**config.mk**
```make
export PLATFORM = sky130hd
export DESIGN_NAME = pci_tgt_xlate
export DESIGN_NICKNAME = d
export VERILOG_FILES = /design/src/rtl/pcix_pkg.sv /design/src/rtl/pcix_cfg_regs.sv /design/src/rtl/pcix_mem_match.sv /design/src/rtl/pcix_io_match.sv /design/src/rtl/pci_tgt_xlate.sv
export SDC_FILE = /design/constraint.sdc
export NUM_CORES = 1
export LEC_CHECK = 0
export ABC_AREA = 0
export BUFFER_PORTS_ARGS = -buffer_cell sky130_fd_sc_hd__buf_2
export CORE_AREA = 5 5 171 173
export DETAILED_ROUTE_END_ITERATION = 6
export DIE_AREA = 0 0 176 178
export GPL_TIMING_DRIVEN = 0
export PLACE_DENSITY = 0.66
export SETUP_SLACK_MARGIN = 0.3
export SYNTH_ARGS = -nofsm -noshare
export SYNTH_HDL_FRONTEND = slang
export SYNTH_SLANG_ARGS = --single-unit
```
**constraint.sdc**
```tcl
create_clock -name clk -period 5.9 [get_ports clk]
set_input_delay 0.885 -clock clk [delete_from_list [all_inputs] [get_ports clk]]
set_output_delay 0.885 -clock clk [all_outputs]
set_load 0.05 [all_outputs]
```
**src/rtl/pcix_pkg.sv**
```systemverilog
package pcix_pkg;

    localparam int PCI_AW    = 40;
    localparam int SYS_AW    = 36;
    localparam int SZ_LSB    = 20;
    localparam int SZ_W      = 12;
    localparam int SZ_MAX_N  = 29;
    localparam int SZ_FIXED  = SZ_LSB + SZ_W - SZ_MAX_N;
    localparam int IO_LSB    = 8;
    localparam int IO_MSB    = 31;
    localparam int CTL_EN    = 0;
    localparam int CTL_PF    = 1;
    localparam int CTL_SW    = 2;

    localparam logic [1:0] FLD_CTRL  = 2'd0;
    localparam logic [1:0] FLD_PBASE = 2'd1;
    localparam logic [1:0] FLD_SBASE = 2'd2;

    typedef struct packed {
        logic              en;
        logic              pf;
        logic              swp;
        logic [SZ_W-1:0]   sz;
        logic [PCI_AW-1:0] pbase;
        logic [SYS_AW-1:0] sbase;
    } win_cfg_t;

endpackage

```
**src/rtl/pcix_cfg_regs.sv**
```systemverilog
module pcix_cfg_regs
    import pcix_pkg::*;
#(
    parameter int NWIN = 4,
    localparam int SEL_W = (NWIN > 1) ? $clog2(NWIN) : 1
) (
    input  logic                  clk,
    input  logic                  rst_n,
    input  logic                  we,
    input  logic [SEL_W-1:0]      sel,
    input  logic [1:0]            fld,
    input  logic [PCI_AW-1:0]     wdata,
    output win_cfg_t [NWIN-1:0]   cfg_o
);

    win_cfg_t [NWIN-1:0] cfg_d, cfg_q;

    always_comb begin
        cfg_d = cfg_q;
        if (we && (int'(sel) < NWIN)) begin
            case (fld)
                FLD_CTRL: begin
                    cfg_d[sel].en  = wdata[CTL_EN];
                    cfg_d[sel].pf  = wdata[CTL_PF];
                    cfg_d[sel].swp = wdata[CTL_SW];
                    cfg_d[sel].sz  = wdata[SZ_LSB +: SZ_W];
                end
                FLD_PBASE: cfg_d[sel].pbase = wdata;
                FLD_SBASE: cfg_d[sel].sbase = wdata[SYS_AW-1:0];
                default: ;
            endcase
        end
    end

    always_ff @(posedge clk) begin
        if (!rst_n) cfg_q <= '0;
        else        cfg_q <= cfg_d;
    end

    assign cfg_o = cfg_q;

endmodule

```
**src/rtl/pcix_mem_match.sv**
```systemverilog
module pcix_mem_match
    import pcix_pkg::*;
(
    input  win_cfg_t            cfg,
    input  logic                is_mem,
    input  logic [PCI_AW-1:0]   addr,
    output logic                hit,
    output logic [SYS_AW-1:0]   xaddr
);

    localparam int P_TOP = PCI_AW - SZ_LSB - SZ_W;
    localparam int S_TOP = SYS_AW - SZ_LSB - SZ_W;

    logic [SZ_W-1:0]   sz_inv;
    logic              sz_thermo;
    logic              sz_fixed_ok;
    logic              sz_ok;
    logic [PCI_AW-1:0] pmask;
    logic [SYS_AW-1:0] smask;

    always_comb begin
        sz_inv      = ~cfg.sz;
        sz_thermo   = ((sz_inv & (sz_inv + SZ_W'(1))) == '0);
        sz_fixed_ok = &cfg.sz[SZ_W-1 -: SZ_FIXED];
        sz_ok       = sz_thermo && sz_fixed_ok;
        pmask       = {{P_TOP{1'b1}}, cfg.sz, {SZ_LSB{1'b0}}};
        smask       = {{S_TOP{1'b1}}, cfg.sz, {SZ_LSB{1'b0}}};
        hit         = cfg.en && sz_ok && is_mem
                      && (((addr ^ cfg.pbase) & pmask) == '0);
        xaddr       = (cfg.sbase & smask) | (addr[SYS_AW-1:0] & ~smask);
    end

endmodule

```
**src/rtl/pcix_io_match.sv**
```systemverilog
module pcix_io_match
    import pcix_pkg::*;
(
    input  logic                    en,
    input  logic                    is_io,
    input  logic [IO_MSB:IO_LSB]    pbase_cmp,
    input  logic [SYS_AW-1:IO_LSB]  sbase_hi,
    input  logic [IO_MSB:0]         addr,
    output logic                    hit,
    output logic [SYS_AW-1:0]       xaddr
);

    always_comb begin
        hit   = en && is_io && (addr[IO_MSB:IO_LSB] == pbase_cmp);
        xaddr = {sbase_hi, addr[IO_LSB-1:0]};
    end

endmodule

```
**src/rtl/pci_tgt_xlate.sv**
```systemverilog
module pci_tgt_xlate
    import pcix_pkg::*;
#(
    parameter int NUM_MEM_WIN = 3,
    localparam int NWIN  = NUM_MEM_WIN + 1,
    localparam int WIN_W = $clog2(NWIN),
    localparam int CFG_AW = WIN_W + 2
) (
    input  logic                clk,
    input  logic                rst_n,
    input  logic                cfg_we,
    input  logic [CFG_AW-1:0]   cfg_addr,
    input  logic [PCI_AW-1:0]   cfg_wdata,
    input  logic                lkp_valid,
    input  logic                lkp_is_io,
    input  logic [PCI_AW-1:0]   lkp_addr,
    output logic                res_valid,
    output logic                res_hit,
    output logic [WIN_W-1:0]    res_win,
    output logic [SYS_AW-1:0]   res_addr,
    output logic                res_swap
);

    typedef struct packed {
        logic              vld;
        logic              hit;
        logic [WIN_W-1:0]  win;
        logic [SYS_AW-1:0] addr;
        logic              swp;
    } res_t;

    win_cfg_t [NWIN-1:0]        cfg;
    logic [NUM_MEM_WIN-1:0]     mem_hit;
    logic [SYS_AW-1:0]          mem_xaddr [NUM_MEM_WIN];
    logic                       io_hit;
    logic [SYS_AW-1:0]          io_xaddr;
    res_t                       res_d, res_q;

    pcix_cfg_regs #(.NWIN(NWIN)) i_regs (
        .clk   (clk),
        .rst_n (rst_n),
        .we    (cfg_we),
        .sel   (cfg_addr[CFG_AW-1:2]),
        .fld   (cfg_addr[1:0]),
        .wdata (cfg_wdata),
        .cfg_o (cfg)
    );

    for (genvar w = 0; w < NUM_MEM_WIN; w++) begin : g_mem
        pcix_mem_match i_match (
            .cfg    (cfg[w]),
            .is_mem (~lkp_is_io),
            .addr   (lkp_addr),
            .hit    (mem_hit[w]),
            .xaddr  (mem_xaddr[w])
        );
    end

    pcix_io_match i_io (
        .en        (cfg[NUM_MEM_WIN].en),
        .is_io     (lkp_is_io),
        .pbase_cmp (cfg[NUM_MEM_WIN].pbase[IO_MSB:IO_LSB]),
        .sbase_hi  (cfg[NUM_MEM_WIN].sbase[SYS_AW-1:IO_LSB]),
        .addr      (lkp_addr[IO_MSB:0]),
        .hit       (io_hit),
        .xaddr     (io_xaddr)
    );

    always_comb begin
        res_d     = '0;
        res_d.vld = lkp_valid;
        if (lkp_valid) begin
            if (io_hit) begin
                res_d.hit  = 1'b1;
                res_d.win  = WIN_W'(NUM_MEM_WIN);
                res_d.addr = io_xaddr;
                res_d.swp  = cfg[NUM_MEM_WIN].pf & cfg[NUM_MEM_WIN].swp;
            end
            for (int w = NUM_MEM_WIN - 1; w >= 0; w--) begin
                if (mem_hit[w]) begin
                    res_d.hit  = 1'b1;
                    res_d.win  = WIN_W'(w);
                    res_d.addr = mem_xaddr[w];
                    res_d.swp  = cfg[w].pf & cfg[w].swp;
                end
            end
        end
    end

    always_ff @(posedge clk) begin
        if (!rst_n) res_q <= '0;
        else        res_q <= res_d;
    end

    assign res_valid = res_q.vld;
    assign res_hit   = res_q.hit;
    assign res_win   = res_q.win;
    assign res_addr  = res_q.addr;
    assign res_swap  = res_q.swp;

endmodule

```
# After elaboration in Yosys (flattened, before gate mapping)

Cells that the tools add are included.

$add $sub $neg: 3
Magnitude comparators: 2
Equal/unequal tests: 3
Mux-type cells: 23
Bitwise logic cells: 31
Reductions and logical operators: 30

Operators with widths:

| cell                  | number |
|---|---|
| $bwmux 364            | 6 |
| $demux 91 s2          | 6 |
| $pmux 364 s3          | 1 |
| $and 36x36->36        | 6 |
| $mux 40               | 4 |
| $and 40x40->40        | 3 |
| $logic_not 40->1      | 3 |
| $xor 40x40->40        | 3 |
| $not 36->36           | 3 |
| $or 36x36->36         | 3 |
| $mux 91               | 1 |
| $mux 90               | 1 |
| $mux 89               | 1 |
| $mux 88               | 1 |
| $mux 76               | 1 |
| $add 12x1->12 const B | 3 |
| $and 12x12->12        | 3 |
| $logic_not 12->1      | 3 |
| $mux 36               | 1 |
| $not 12->12           | 3 |
| $eq 24x24->1          | 1 |
| $logic_and 1x1->1     | 15 |
| $reduce_and 3->1      | 3 |
| $and 1x1->1           | 4 |
| 10 further kinds      | 13 |

Bits in registers: 405
Input port bits: 89
Output and inout port bits: 41
Logic and storage cells: 122

# Depth between registers and ports, before layout

Depth after elaboration: 11
Gate-level depth with buffers: 11
Gate-level depth less buffers: 8

# Modules after synthesis

A second synthesis with hierarchy kept.

Cell total of the unflattened synthesis: 1825
Area, all modules: 16897.5 um^2

By module, submodules not included:

| module         | times used | cells an instance | area each (um^2) | seq. area each (um^2) |
|---|---|---|---|---|
| pcix_cfg_regs  | 1          | 1289              | 11944.0          | 7287.0 |
| pci_tgt_xlate  | 1          | 233               | 2446.1           | 820.8 |
| pcix_mem_match | 3          | 78                | 655.6            | 0.0 |
| pcix_io_match  | 1          | 69                | 540.5            | 0.0 |

# Least setup slack after synthesis

OpenSTA, ideal clock, no wires.

Path kind: input to register
From: input cfg_addr[0]
To: register with a tool-made name
Library setup time: 65 ps
Arrival: 2746 ps
Data required time: 5835 ps
Slack: 3089 ps
Stages on the path: 11
Buffers on the path: 3
Cells stage by stage: inv_1 ha_1 clkbuf_1 nor3b_1 and2_1 clkbuf_1 nand2_1 nand2_1 clkbuf_1 a22oi_1 nor2b_1

RTL lines:

| element     | line                | text |
|---|---|---|
| from (decl) | pci_tgt_xlate.sv:12 | `input logic [CFG_AW-1:0] cfg_addr,` |

==> reports/results.tsv <==
stage	metric	value	unit
status	status	complete, no violations	
power_and_ir_drop	Clock Power Share	48.0	%
synthesis	top cell type's share of synthesized area	45.1	%
power_and_ir_drop	sequential share of power	44.3	%
global_route	global-route wire length before repair	54.4	mm
route	DRC errors left	0	
timing	min Tclk post-route	3.29	ns
timing	skew final	0.0133	ns
place	RD Place Congestion	0.988	
floorplanning	die area	0.0313	sq mm
route	DRT iter0 DRCs	875	
floorplanning	DIE HEIGHT	178	um
setup_path	internal reg-to-reg setup slack	2.90	ns
synthesis	Synth Flop Type	dfxtp_1	
cts	H-Tree Depth	1	
power_and_ir_drop	switching pwr	0.000929	W
place	Placement Cell Area	0.0121	sq mm
synthesis	Synth Area in Compound Gates	21.6	%
global_route	Global Route Usage Sum	22.8	%
power_and_ir_drop	Power, Total	0.00385	W
timing	Final setup viols	0	
setup_path	Worst Setup Start Kind	input port	
setup_path	Register-to-Register Path Depth	7	
timing	Slew Viols, Final	0	
timing	final setup TNS	0	ns
cts	CTS resizes	0	
synthesis	mean post-synth cell area	9.93	sq um
cells_and_area	multi-input logic area	0.00562	sq mm
route	DRT Wirelength	37.4	mm
cells_and_area	final cell count without fillers	1622	
setup_path	CP cell instances	buf_2 > inv_1 > ha_1 > clkbuf_1 > nor3b_1 > and2_1 > clkbuf_1 > nand2_1 > nand2_1 > clkbuf_1 > a22oi_1 > nor2b_1	
setup_path	slowest CP cell	clkbuf_1	
timing	RSZ-0062 raised after global routing	false	
floorplanning	core area	0.0275	sq mm
route	vias	9372	
power_and_ir_drop	combinational power share	7.7	%
global_route	initial antenna violation count	1	
power_and_ir_drop	pwr/cell area	295	mW/mm^2
synthesis	YS warnings	0	
synthesis	post-synthesis register bit count	249	
cts	Setup Fix Bufs, Post-CTS	0	
hold_path	Hold Path Class	register to register	
cells_and_area	Fill cells	2636	
global_route	GRT overflow	0	
timing	FMAX	0.304	GHz
setup_path	RR Endpoint	res_addr[25]	
synthesis	Syn Nets	1205	
synthesis	Synth cell types	47	
cts	Num CTS Buffers	28	
route	wire per inst	23.0	um
cts	CTS Buffer Depth	3	
synthesis	Post-synth EDFFs	0	
timing	max_slew headroom	38.5	%
cells_and_area	area added between synthesis and finish	17.9	%
cts	CTS Hold Bufs	0	
timing	worst slew pin tran	0.920	ns
cts	CTS tree	built	
setup_path	WP data required	6.38	ns
cells_and_area	Final #Nets	1347	
run	# Max-Cap Violations	0	
cells_and_area	final instance area	0.0130	sq mm
floorplanning	I/O Pins	130	
cells_and_area	register area	0.00498	sq mm
synthesis	asr flop ratio synth	0	%
route	Pre-Repair DR Iteration Count	6	
synthesis	post-synthesis sequential area ratio	45.1	%
setup_path	Setup crit end kind	register	
synthesis	largest family of logic cells by synthesized area	compound AO/OA/AOI/OAI gates	
cells_and_area	share of layout cells above drive strength 1	17.6	%
floorplanning	Initial Utilization	40.2	%
hold_path	worst hold stages	1	
floorplanning	chip width	176	um
route	remaining antenna violation count	0	
cts	Root Driver	clkbuf_16	
setup_path	Critical Path Max Stage Delay	0.47	ns
place	HPWL Detailed	27.0	mm
setup_path	most frequent CP cell	clkbuf_1	
route	DR vias/cell	5.78	
synthesis	Synth area leaders	dfxtp_1 (45%), a22oi_1 (13%), nor2b_1 (12%)	
floorplanning	row count	61	
place	input/output buffers	112	
synthesis	mux cell area share after synthesis	3.51	%
setup_path	Crit Path Class	input port to register	
power_and_ir_drop	Peak VDD IR	0.175	mV
power_and_ir_drop	Int Power	0.00292	W
synthesis	xor/xnor share of the synthesized area	6.57	%
power_and_ir_drop	Lkg Pwr	4.58	nW
cts	clock insertion delay at the later pin of the skew report	0.55	ns
global_route	vias in the first global route	8873	
power_and_ir_drop	Switching Fraction	24.1	%
hold_path	Worst Hold Path EP	res_addr[19]	
setup_path	crit-path max FO	10	
timing	Final Hold Viols	0	
global_route	largest net degree at the start of global routing	15	
synthesis	Post-Synth Simple-Gate Area	18.8	%
cts	Clock Sinks	249	
synthesis	leading area contributor after synthesis	dfxtp_1	
cts	Clock Pin Slew Worst Setup and Hold Paths	0.06	ns
synthesis	Synth Cell Area	0.0111	sq mm
timing	Final Cycle Share	55.8	%
setup_path	arrival time at the worst endpoint	3.77	ns
place	dpl cells	1571	
synthesis	Syn Inst Count	1113	
synthesis	synthesized-area fraction occupied by adder cells	0.339	%
routing by layer:
| layer | track usage (%) | vias to the layer above | part of all wire [%] |
|---|---|---|---|
| met2 | 39.2 | 439 | 47 |
| met1 | 29.5 | 4555 | 42 |
| li1 | - | 4301 | - |
| met5 | 0 | - | 0 |
| met4 | 7.37 | 0 | 3.5 |
| met3 | 3.50 | 77 | 7.1 |
stage by stage:
step / utilization (%) / setup slack (ns) / hold WS, ns
5_1_grt: 47.5 / 2.42 / 0.499
3_3_place_gp: 43.9 / 2.15 / 0.458
3_5_place_dp: 43.9 / 2.13 / 0.457
2_1_floorplan: - / 3.09 / 0.443
6_report: 47.5 / 2.61 / 0.477
4_1_cts: 47.5 / 2.70 / 0.477
cell usage in the layout (no fill, tap or decap), types with 3 or more instances in the layout:
| cell type | n |
|---|---|
| clkbuf_8 | 7 |
| nor2_1 | 19 |
| nand4_1 | 9 |
| a32o_1 | 12 |
| mux2_2 | 14 |
| inv_1 | 8 |
| buf_2 | 126 |
| clkbuf_1 | 81 |
| bufinv_16 | 4 |
| a221oi_1 | 10 |
| nand2_1 | 36 |
| ha_1 | 3 |
| xnor2_1 | 20 |
| mux2i_1 | 23 |
| nor3_1 | 5 |
| dfxtp_1 | 249 |
| and2_1 | 25 |
| xor2_1 | 63 |
| nor4_1 | 5 |
| a32oi_1 | 24 |
| clkbuf_16 | 28 |
| buf_6 | 4 |
| a221oi_2 | 6 |
| clkinv_2 | 6 |
| a21o_1 | 4 |
| a22oi_1 | 195 |
| nor2b_1 | 217 |
| o21ai_0 | 9 |
| nand2b_1 | 5 |
| o31ai_2 | 5 |
| nor4_4 | 3 |
| o32ai_2 | 10 |
| nand3_1 | 13 |
critical path, delay by kind of cell:
kind / cells / cell delay [ns]
and+or+nand+nor: 5 / 1.25
buffers and inverters: 5 / 1.19
adders and majority gates: 1 / 0.27
AOI/OAI and AO/OA: 1 / 0.17
power by group through the flow:
stage          logic (W)  clock network (W)  registers, W
3_3_place_gp    0.000288                  0       0.00174
3_5_place_dp    0.000287                  0       0.00174
6_report        0.000295            0.00185       0.00171
4_1_cts         0.000290            0.00187       0.00171
2_1_floorplan   0.000164                  0       0.00174
5_1_grt         0.000311            0.00194       0.00171
area by class of cell:
type                       count  area share [%]
buffer                        99            3.27
timing repair buffer         112            4.30
multi-input combinational    757            43.1
inverter                       8           0.230
clock inverter                13            1.41
tap                          346            3.32
antenna                        1          0.0192
sequential                   249            38.2
clock buffer                  37            6.17
synthesized netlist by cell type (3+ instances only):
library cell and count:
nor3_1 5, a32oi_1 24, a32o_1 12, o21ai_0 9, o32ai_2 10, buf_2 14, nand3_1 13, dfxtp_1 249
mux2_2 14, mux2i_1 23, o31ai_2 5, nor2b_1 217, and2_1 25, nand2b_1 5, nand4_1 9, nor4_4 3
nor4_1 5, nor2_1 19, a22oi_1 195, a221oi_2 6, buf_6 4, a221oi_1 10, nand2_1 36, inv_1 8
a21o_1 4, xnor2_1 20, xor2_1 63, ha_1 3, clkbuf_1 79
kinds of logic after synthesis:
| logic type | after synthesis |
|---|---|
| XOR/XNOR | 83 |
| multiplexers | 37 |
| flip-flops | 249 |
| AO/OA/AOI/OAI | 286 |
| adder cells (fa/ha/maj) | 3 |
| AND/OR/NAND/NOR | 348 |
| buffers and inverters | 107 |
how the worst max path moves through the flow:
| stage | from | to | slack [ns] |
|---|---|---|---|
| global route | cfg_addr[0] | register | 2.42 |
| finish | cfg_addr[0] | register | 2.61 |
| CTS | cfg_addr[0] | register | 2.70 |
| detailed placement | cfg_addr[0] | register | 2.13 |
| floorplan | cfg_addr[0] | register | 3.09 |
| global placement | cfg_addr[0] | register | 2.15 |
Note: power is estimated with default switching activity, not from simulation.
